`src/rtl/priv_ctrl_pkg.sv`:
```
package priv_ctrl_pkg;
  localparam int REG_W   = 64;
  localparam int FIELD_W = 7;

  typedef enum logic [1:0] {
    LVL_USER   = 2'd0,
    LVL_KERNEL = 2'd1,
    LVL_HYP    = 2'd2,
    LVL_MON    = 2'd3
  } lvl_e;

  typedef struct packed {
    logic       coh_en;
    logic [2:0] simd_ret;
    logic [2:0] core_ret;
  } ctl_fields_t;
endpackage

```
`src/rtl/pcr_rst_sync.sv`:
```
module pcr_rst_sync #(
  parameter int STAGES = 2
) (
  input  logic clk,
  input  logic rst_n_in,
  output logic rst_n_out
);
  logic [STAGES-1:0] sync_q;

  always_ff @(posedge clk or negedge rst_n_in) begin
    if (!rst_n_in) sync_q <= '0;
    else           sync_q <= {sync_q[STAGES-2:0], 1'b1};
  end

  assign rst_n_out = sync_q[STAGES-1];
endmodule

```
`src/rtl/pcr_perm_check.sv`:
```
module pcr_perm_check
  import priv_ctrl_pkg::*;
(
  input  logic [1:0] cur_lvl,
  input  logic       nonsecure,
  input  logic       dlg_top,
  input  logic       dlg_mid,
  input  logic       acc_sel,
  input  logic       acc_wr,
  output logic       wr_ok,
  output logic       rd_ok,
  output logic       refused
);
  lvl_e lvl;
  logic wr_allowed;
  logic rd_allowed;

  assign lvl = lvl_e'(cur_lvl);

  always_comb begin
    wr_allowed = 1'b0;
    rd_allowed = 1'b1;
    case (lvl)
      LVL_USER: begin
        wr_allowed = 1'b0;
        rd_allowed = 1'b0;
      end
      LVL_KERNEL: wr_allowed = dlg_top & (dlg_mid | ~nonsecure);
      LVL_HYP:    wr_allowed = dlg_top;
      LVL_MON:    wr_allowed = 1'b1;
      default:    wr_allowed = 1'b0;
    endcase
  end

  assign wr_ok   = acc_sel &  acc_wr & wr_allowed;
  assign rd_ok   = acc_sel & ~acc_wr & rd_allowed;
  assign refused = acc_sel & ((acc_wr & ~wr_allowed) | (~acc_wr & ~rd_allowed));
endmodule

```
`src/rtl/pcr_storage.sv`:
```
module pcr_storage
  import priv_ctrl_pkg::*;
#(
  parameter bit HAS_SIMD = 1'b1
) (
  input  logic        clk,
  input  logic        rst_n,
  input  logic        wr_en,
  input  ctl_fields_t wr_fields,
  output ctl_fields_t cur_fields
);
  logic       coh_q, coh_d;
  logic [2:0] core_q, core_d;

  always_comb begin
    coh_d  = coh_q;
    core_d = core_q;
    if (wr_en) begin
      coh_d  = wr_fields.coh_en;
      core_d = wr_fields.core_ret;
    end
  end

  always_ff @(posedge clk or negedge rst_n) begin
    if (!rst_n) begin
      coh_q  <= 1'b0;
      core_q <= 3'b000;
    end else if (wr_en) begin
      coh_q  <= coh_d;
      core_q <= core_d;
    end
  end

  assign cur_fields.coh_en   = coh_q;
  assign cur_fields.core_ret = core_q;

  generate
    if (HAS_SIMD) begin : g_simd
      logic [2:0] simd_q, simd_d;
      always_comb simd_d = wr_en ? wr_fields.simd_ret : simd_q;
      always_ff @(posedge clk or negedge rst_n) begin
        if (!rst_n)     simd_q <= 3'b000;
        else if (wr_en) simd_q <= simd_d;
      end
      assign cur_fields.simd_ret = simd_q;
    end else begin : g_no_simd
      logic unused_simd_wr;
      assign unused_simd_wr      = ^wr_fields.simd_ret;
      assign cur_fields.simd_ret = 3'b000;
    end
  endgenerate
endmodule

```
`src/rtl/priv_ctrl_reg.sv`:
```
module priv_ctrl_reg
  import priv_ctrl_pkg::*;
#(
  parameter bit HAS_SIMD = 1'b1
) (
  input  logic                clk,
  input  logic                rst_n,
  input  logic [1:0]          cur_lvl,
  input  logic                nonsecure,
  input  logic                dlg_top,
  input  logic                dlg_mid,
  input  logic                acc_sel,
  input  logic                acc_wr,
  input  logic [REG_W-1:0]    acc_wdata,
  output logic [REG_W-1:0]    acc_rdata,
  output logic [REG_W-1:0]    ctl_value,
  output logic                coh_en,
  output logic [2:0]          simd_ret,
  output logic [2:0]          core_ret,
  output logic                acc_fault
);
  localparam logic [REG_W-1:0] LIVE_MASK = HAS_SIMD ? 64'h7F : 64'h47;

  logic        rst_sync_n;
  logic        wr_ok, rd_ok, refused;
  logic        fault_q, fault_d;
  ctl_fields_t wr_fields, cur_fields;
  logic        unused_wdata_hi;

  pcr_rst_sync #(.STAGES(2)) u_rst_sync (
    .clk       (clk),
    .rst_n_in  (rst_n),
    .rst_n_out (rst_sync_n)
  );

  pcr_perm_check u_perm (
    .cur_lvl   (cur_lvl),
    .nonsecure (nonsecure),
    .dlg_top   (dlg_top),
    .dlg_mid   (dlg_mid),
    .acc_sel   (acc_sel),
    .acc_wr    (acc_wr),
    .wr_ok     (wr_ok),
    .rd_ok     (rd_ok),
    .refused   (refused)
  );

  assign wr_fields       = ctl_fields_t'(acc_wdata[FIELD_W-1:0]);
  assign unused_wdata_hi = ^acc_wdata[REG_W-1:FIELD_W];

  pcr_storage #(.HAS_SIMD(HAS_SIMD)) u_store (
    .clk        (clk),
    .rst_n      (rst_sync_n),
    .wr_en      (wr_ok),
    .wr_fields  (wr_fields),
    .cur_fields (cur_fields)
  );

  always_comb fault_d = refused;

  always_ff @(posedge clk or negedge rst_sync_n) begin
    if (!rst_sync_n) fault_q <= 1'b0;
    else             fault_q <= fault_d;
  end

  assign ctl_value = {{(REG_W-FIELD_W){1'b0}}, cur_fields};
  assign acc_rdata = rd_ok ? ctl_value : '0;
  assign coh_en    = cur_fields.coh_en;
  assign simd_ret  = cur_fields.simd_ret;
  assign core_ret  = cur_fields.core_ret;
  assign acc_fault = fault_q;


  mon_write_chk: assert property (@(posedge clk) disable iff (!rst_sync_n)
    (acc_sel && acc_wr && cur_lvl == 2'd3) |=> (ctl_value == ($past(acc_wdata) & LIVE_MASK)));


  hyp_write_chk: assert property (@(posedge clk) disable iff (!rst_sync_n)
    (acc_sel && acc_wr && cur_lvl == 2'd2 && dlg_top) |=> (ctl_value == ($past(acc_wdata) & LIVE_MASK)));


  refuse_hold_chk: assert property (@(posedge clk) disable iff (!rst_sync_n)
    (acc_sel && acc_wr && !wr_ok) |=> ($stable(ctl_value) && acc_fault));


  user_fault_chk: assert property (@(posedge clk) disable iff (!rst_sync_n)
    (acc_sel && cur_lvl == 2'd0) |=> acc_fault);


  user_read_zero_chk: assert property (@(posedge clk) disable iff (!rst_sync_n)
    (acc_sel && !acc_wr && cur_lvl == 2'd0) |-> (acc_rdata == '0));


  idle_quiet_chk: assert property (@(posedge clk) disable iff (!rst_sync_n)
    !acc_sel |=> !acc_fault);


  field_track_chk: assert property (@(posedge clk) disable iff (!rst_sync_n)
    wr_ok |=> (coh_en == $past(acc_wdata[6]) && core_ret == $past(acc_wdata[2:0])));

  generate
    if (!HAS_SIMD) begin : g_chk_no_simd

      simd_absent_chk: assert property (@(posedge clk) disable iff (!rst_sync_n)
        wr_ok |=> (simd_ret == 3'b000));
    end
  endgenerate
endmodule

```
`config.mk`:
```
export PLATFORM = sky130hd
export DESIGN_NAME = priv_ctrl_reg
export DESIGN_NICKNAME = d
export VERILOG_FILES = /design/src/rtl/priv_ctrl_pkg.sv /design/src/rtl/pcr_rst_sync.sv /design/src/rtl/pcr_perm_check.sv /design/src/rtl/pcr_storage.sv /design/src/rtl/priv_ctrl_reg.sv
export SDC_FILE = /design/constraint.sdc
export NUM_CORES = 1
export LEC_CHECK = 0
export BUFFER_PORTS_ARGS = -buffer_cell sky130_fd_sc_hd__buf_2
export CORE_AREA = 2 2 82 84
export CTS_CLUSTER_DIAMETER = 200
export DETAILED_ROUTE_END_ITERATION = 6
export DIE_AREA = 0 0 84 86
export GPL_TIMING_DRIVEN = 0
export PLACE_DENSITY = 0.68
export SYNTH_ARGS = -nofsm -noshare
export SYNTH_HDL_FRONTEND = slang
export SYNTH_SLANG_ARGS = --single-unit
```
`constraint.sdc`:
```
create_clock -name clk -period 1 [get_ports clk]
set_input_delay 0.1 -clock clk [delete_from_list [all_inputs] [get_ports clk]]
set_output_delay 0.1 -clock clk [all_outputs]
set_load 0.02 [all_outputs]
```
# == After elaboration in Yosys (flattened, before gate mapping) ==
# Index checks and enable logic that the tools add are counted.
# classes
eq_ne,3
muxes,3
bitwise_logic,13
n_reduce_logical,1
# op_table
op,n
$and A1 B1 Y1,8
$mux W7,1
$eq A2 B2 Y1 const B,2
$pmux W1 S4,1
$not A1 Y1,3
$eq A2 B1 Y1 const B,1
$logic_not A2 Y1,1
$or A1 B1 Y1,2
$mux W1,1
# word_totals
reg_bits,10
out_inout_bits,136
word_cells,25

# == Depth between registers and ports, before layout ==
# Gate-level depths: netlist (run 1).
# depth
word_depth,8
depth_mapped,5

# == Modules after synthesis ==
# Synthesis (run 1) repeated with hierarchy kept, for this count alone.
# unflattened
cells_unflattened,159
hier_area_um2,1383.8
# modules_own_cells
module,instances,cells_per_inst,area_per_inst_um2,seq_area_each_um2
priv_ctrl_reg,1,130,980.9,25.0
pcr_storage,1,16,299.0,175.2
pcr_rst_sync,1,3,53.8,50.0
pcr_perm_check,1,10,50.0,0.0

# == Worst setup path after synthesis (run 1) ==
# OpenSTA, ideal clock, no wires.
# synth_timing
path_kind,input to register
startpoint,in nonsecure
endpoint,reg u_store.coh_q
setup_time_ns,0.125
t_arrival_ns,0.938
path_slack_ns,-0.063
stages,5
cell_sequence,nor2b_1 > o21ai_1 > and3_1 > buf_6 > mux2_4
# synth_via
elab_chain_cells,5
# synth_rtl
element,line_no,rtl
"start, declared",priv_ctrl_reg.sv:9,"input logic nonsecure,"
$not A1 Y1,pcr_perm_check.sv:28,LVL_KERNEL: wr_allowed = dlg_top & (dlg_mid | ~nonsecure);
$or A1 B1 Y1,pcr_perm_check.sv:28,
$and A1 B1 Y1,pcr_perm_check.sv:28,
$pmux W1 S4,pcr_perm_check.sv:23,case (lvl)
$and A1 B1 Y1,pcr_perm_check.sv:35,assign wr_ok = acc_sel & acc_wr & wr_allowed;
"end signal, assigned",pcr_storage.sv:29,coh_q <= coh_d;
"end, declared",pcr_storage.sv:12,"logic coh_q, coh_d;"
# No other way between the ends.
# A chain may end at the register's enable or synchronous reset.

# == Worst setup path in the final report (run 1) ==
# layout_timing
startpoint,reg u_store.g_simd.simd_q[2]
endpoint,out acc_rdata[5]
# layout_via
elab_chain_cells,1
# layout_rtl
element,line_no,rtl
"start, declared",pcr_storage.sv:39,"logic [2:0] simd_q, simd_d;"
"start signal, assigned",pcr_storage.sv:43,else if (wr_en) simd_q <= simd_d;
$mux W7,priv_ctrl_reg.sv:67,assign acc_rdata = rd_ok ? ctl_value : '0;
"end, declared",priv_ctrl_reg.sv:15,"output logic [REG_W-1:0] acc_rdata,"
# No other way between the ends.

==> out/metrics.yaml, run 1 <==
clock_network:
  clk_latency_ps: 230
  clk_path_buf_depth: 2
  cts_root_buf: "clkbuf_8"
  htree_num_levels: 1
  cts_buffers: 3
  path_clk_slew_ps: 40
  cts_tree: "done"
  cts_num_sinks: 10
logic_synthesis:
  ys_ff_latch: 10
  syn_avg_cell_area_um2: 8.71
  yosysSeqAreaShare_pct: 18.2
  yosys_warnings: 0
  synth.distinct_cells: 14
  netlist_area_um2: 1380
  syn_inst: 158
die:
  core_um2: 6280
  initial_core_util_pct: 21.9
  die_area_um2: 7220
  die_x_um: 84
  std_cell_rows: 29
  dieHeight_um: 86
  io-pin-count: 209
layout:
  regArea_um2: 250
  fin_cells: 391
  areaGrowthSynthToFinish_pct: 67.6
  multi_input_comb_area_um2: 667
  fillers: 633
  num_antenna_cells: 0
  drive_above_1_share_pct: 58.0
  nets: 389
  fin_area_um2: 2310
detailed_routing:
  drc: 0
  dr.pass1.iters: 3
  wl_per_cell_um: 6.63
  num_vias: 1088
  wl_mm: 2.59
  drtIter0Drc: 3
  via_per_inst: 2.78
  drtAntennaViolNets: 0
sta:
  period_share_pct: 104
  skew_ps: 0.301
  max_freq_ghz: 0.962
  setup_viol: 9
  post-route-min-period_ps: 1040
  finalHoldViolCount: 0
  worst_slack_ps: -39.8
  hold_ws_ps: 67.0
  rsz0062_at_grt: "true"
  slew_viol_final: 0
placed_design:
  place_congestion: 0.729
  dp.cells: 385
  placed_area_um2: 2080
  pre_cts_slack_ps: -251
  portBuffers: 37
  dp_hpwl_mm: 2.23
power:
  seqPwrFrac_pct: 22.1
  pwr_density_cell_nw_per_um2: 1090
  leakage_nw: 1.49
  switching_share_pct: 40.1
  p_clk_share_pct: 15.8
  internal_power_mw: 1.51
  pwr-share-comb_pct: 62.0
  power_switching_mw: 1.01
  power_mw: 2.52
  peakVddDrop_mv: 0.783
outcome:
  violations: "negative setup slack"
  outcome: "complete, but fails checks"
grt:
  grt_overflow_total: 0
  grt_pass1_vias: 897
  grt_start_max_net_pins: 9
  antenna_found_initial: 0
  grt_pass1_wl_mm: 3.55
  grt_use_total_pct: 5.97
worst_setup_path:
  crit_path_end_kind: "output pin"
  crit_fanout: 4
  arrival_ps: 940
  path_class: "reg -> out"
  rr_worst_depth: 2
  crit_required_ps: 900
  start_kind: "register"
worst_hold_path:
  holdPathStages: 2
  hold_class: "in -> reg"
job:
  cap_violations: 0
==> per-layer routing <==
layer  part of all wire (%)  GRT usage, %  up-vias
met5                      0             0        -
met4                    1.3          3.08        0
met3                     17          2.41        4
met2                     52          11.5       98
li1                       -             -      558
met1                     30          5.34      428
==> state kept, by name (all words and copies together) (netlist names) <==
register / flops
u_store.coh_q: 1
u_store.g_simd.simd_q: 3
u_store.core_q: 3
u_rst_sync.sync_q: 2
acc_fault: 1
==> layout by cell type (no fill, tap or decap) <==
cell / Yosys / routed
and2_4: 0 / 7
o21ai_1: 2 / 1
conb_1: 2 / 115
nor2_4: 0 / 1
and3_1: 1 / 1
inv_1: 1 / 1
nand2_1: 2 / 2
nor2b_4: 0 / 1
mux2_4: 7 / 7
dfrtp_1: 10 / 10
buf_6: 1 / 22
o21ai_2: 0 / 1
dlygate4sd3_1: 0 / 1
a21oi_1: 1 / 1
o21bai_2: 0 / 1
buf_2: 0 / 21
clkbuf_8: 0 / 3
buf_4: 121 / 118
==> synthesized netlist by cell type (all sizes together) <==
cell    count  area [um^2]
a21oi       1         5.00
inv         1         3.75
nand2       2         7.51
and3        1         6.26
o21ai       2         10.0
buf       122          920
dfrtp      10          250
conb        2         7.51
o21bai      1         7.51
mux2        7          105
and2        7         43.8
nor2b       1         6.26
nor2        1         3.75
==> worst paths after layout <==
| path | to | startpoint | slack, ps |
|---|---|---|---|
| max | acc_rdata[5] | u_store.g_simd.simd_q[2]$_DFFE_PN0P_ | -40 |
| min in group asynchronous | u_store.g_simd.simd_q[1]$_DFFE_PN0P_ | u_rst_sync.sync_q[1]$_DFF_PN0_ | 120 |
| min | acc_fault$_DFF_PN0_ | acc_wr | 70 |
| max reg2reg | u_store.coh_q$_DFFE_PN0P_ | u_store.coh_q$_DFFE_PN0P_ | 70 |
| max in group asynchronous | u_store.core_q[1]$_DFFE_PN0P_ | u_rst_sync.sync_q[1]$_DFF_PN0_ | 640 |
| min reg2reg | u_store.g_simd.simd_q[1]$_DFFE_PN0P_ | u_rst_sync.sync_q[1]$_DFF_PN0_ | 120 |
==> worst max-delay path, stage by stage (launching register included) <==
cell     delay [ps]
dfrtp_1         410
and2_4          180
buf_6           120
==> power groups by stage <==
stage | sequential, mW | combinational (mW) | clock, mW
4_1_cts | 0.546 | 1.50 | 0.413
6_report | 0.557 | 1.56 | 0.399
3_3_place_gp | 0.544 | 1.31 | 0
5_1_grt | 0.569 | 1.64 | 0.424
3_5_place_dp | 0.549 | 1.31 | 0
2_1_floorplan | 0.620 | 1.04 | 0
==> cells by family after synthesis <==
logic type,synth area share [%]
buffers and inverters,67.1
AND/OR/NAND/NOR,4.91
flip-flops,18.2
multiplexers,7.64
AO/OA/AOI/OAI,1.64
other,0.546
==> layout make-up <==
type	count	share of cell area (%)
Buffer	122	40.7
Clock buffer	3	1.79
Inverter	1	0.163
Multi-Input combinational cell	138	28.9
Sequential cell	10	10.8
Tap cell	77	4.18
Timing Repair Buffer	40	13.4
==> what timing repair did <==
action | 4_1_cts | 5_1_grt
setup endpoints to repair | 20 | 22
buffers inserted | 2 | 0
hold endpoints to repair | 2 | 0
cloned | 0 | 0
resized for setup | 41 | 7
hold buffers | 1 | 0
pin swaps | 4 | 3
==> per-stage QoR <==
step | setup TNS [ps] | utilization, %
6_report | -164 | 36.8
3_5_place_dp | -2580 | 33.2
2_1_floorplan | -390 | -
4_1_cts | -102 | 36.3
5_1_grt | -509 | 36.8
3_3_place_gp | -2190 | 33.2
Power figures use the tool's default switching activity.
==> run 2, diff against run 1 <==
PLACE_DENSITY = 0.71   (was 0.68)
SLEW_MARGIN = 20   (was not set)
clock period = 0.9 ns   (was 1 ns; I/O delays follow)
==> run 2 against run 1 <==
Compared with the run above: combinational power up 17%; first-iteration DRC count unchanged; the flow still finishes with violations (negative setup slack); core utilization up 1.1 points; critical path type unchanged; highest routed layer unchanged.
==> out/metrics.yaml, run 2 (synthesis results as in run 1) <==
outcome:
  outcome: "complete, but fails checks"
  violations: "negative setup slack"
worst_setup_path:
  critPathBufInv: 1
  crit_chain: "and2_4, buf_6"
  start_kind: "register"
  path_class: "reg -> out"
  max_stage_delay_ps: 430
  worst_path_max_delay_cell: "dfrtp_2"
  crit_required_ps: 810
  crit_fanout: 4
  critPathTopFamily: "flip-flops"
  arrival_ps: 940
  crit_path_end_kind: "output pin"
placed_design:
  placed_area_um2: 2080
  dp.cells: 385
  portBuffers: 37
  dp_hpwl_mm: 2.23
  place_congestion: 0.777
grt:
  grt_overflow_total: 0
  antenna_found_initial: 0
  grt_use_total_pct: 6.67
  grt_pass1_wl_mm: 3.88
  grt_start_max_net_pins: 9
  grt_pass1_vias: 941
sta:
  post-route-min-period_ps: 1030
  rsz0062_at_grt: "true"
  max_freq_ghz: 0.970
  slew_viol_final: 0
  skew_ps: 5.10
  period_share_pct: 115
  fin_tns_setup_ps: -1790
  setup_viol: 23
  finalHoldViolCount: 0
  worst_slack_ps: -131
layout:
  largestRegisters: "u_store.core_q: 3 flops, u_store.g_simd.simd_q: 3 flops, u_rst_sync.sync_q: 2 flops"
  areaGrowthSynthToFinish_pct: 72.5
  drive_above_1_share_pct: 59.2
  final_cell_mix: "buf_4, conb_1, buf_6, buf_2, dfrtp_1"
  multi_input_comb_area_um2: 667
  fin_area_um2: 2370
  mostFrequentLayoutCell: "buf_4"
  num_antenna_cells: 0
  nets: 394
  fin_cells: 396
  fillers: 624
  regArea_um2: 253
die:
  die_x_um: 84
  die_area_um2: 7220
  initial_core_util_pct: 21.9
  dieHeight_um: 86
  core_um2: 6280
  std_cell_rows: 29
  io-pin-count: 209
detailed_routing:
  dr.pass1.iters: 4
  drtAntennaViolNets: 0
  drc: 0
  wl_per_cell_um: 6.88
  via_per_inst: 2.72
  drtIter0Drc: 3
  wl_mm: 2.73
  num_vias: 1076
clock_network:
  clk_latency_ps: 230
  path_clk_slew_ps: 40
  cts_num_sinks: 10
  cts_buffers: 3
  clk_path_buf_depth: 2
  htree_num_levels: 1
  cts_root_buf: "clkbuf_8"
  cts_tree: "done"
power:
  peakVddDrop_mv: 0.795
  power_mw: 2.91
  pwr_density_cell_nw_per_um2: 1230
  leakage_nw: 1.52
worst_hold_path:
  hold_class: "in -> reg"
job:
  cap_violations: 0
## run 2: cell types whose count changed in the layout (fill, tap and decap cells not counted)
cell,delta
buf_4,+3
dfrtp_2,+2
dfrtp_1,-2
buf_6,+5
buf_2,-3
## run 2: worst paths after layout
check,cells after the start,end,slack [ps],start
max,2,acc_rdata[1],-130,u_store.core_q[1]$_DFFE_PN0P_
min,2,acc_fault$_DFF_PN0_,60,acc_wr
max reg2reg,2,u_store.coh_q$_DFFE_PN0P_,-50,u_store.coh_q$_DFFE_PN0P_
min reg2reg,0,u_store.core_q[1]$_DFFE_PN0P_,120,u_rst_sync.sync_q[1]$_DFF_PN0_
max in group asynchronous,0,u_store.g_simd.simd_q[0]$_DFFE_PN0P_,520,u_rst_sync.sync_q[1]$_DFF_PN0_
min in group asynchronous,0,u_store.core_q[1]$_DFFE_PN0P_,120,u_rst_sync.sync_q[1]$_DFF_PN0_
## run 2: final cells by class
type	count	area share, %
multi-input combinational	138	28.1
clock buffer	3	1.74
buffer	122	39.9
inverter	1	0.158
tap	77	4.06
timing repair buffer	45	15.4
sequential	10	10.6
## run 2: repair_timing
| item | in CTS | in global routing |
|---|---|---|
| setup endpoints to repair | 22 | 28 |
| hold buffers | 1 | 0 |
| pin swaps | 4 | 2 |
| buffers inserted | 5 | 2 |
| gates resized for setup | 44 | 15 |
| hold endpoints to repair | 2 | 0 |
## run 2: layer usage
metal / track usage (%) / part of all wire, % / vias to the layer above
met5: 0 / 0 / -
met4: 4.84 / 2.2 / 0
met3: 1.25 / 14 / 4
met2: 13.2 / 51 / 100
met1: 6.04 / 32 / 401
li1: - / - / 571
## run 2: stage by stage
| stage | hold slack, ps | utilization (%) | worst slack, ps |
|---|---|---|---|
| after floorplan | -206 | - | -146 |
| after global placement | -121 | 33.2 | -344 |
| after detailed placement | -120 | 33.2 | -374 |
| after CTS | 57.2 | 36.8 | -107 |
| after global routing | 61.9 | 37.8 | -157 |
| final | 60.1 | 37.8 | -131 |
## run 2: where the power goes
group | leakage (nW) | total, mW | internal (mW) | switching (mW)
Sequential | 0.117 | 0.638 | 0.533 | 0.105
Clock | 0.0216 | 0.442 | 0.291 | 0.152
Combinational | 1.38 | 1.83 | 0.945 | 0.885
Total | 1.52 | 2.91 | 1.77 | 1.14
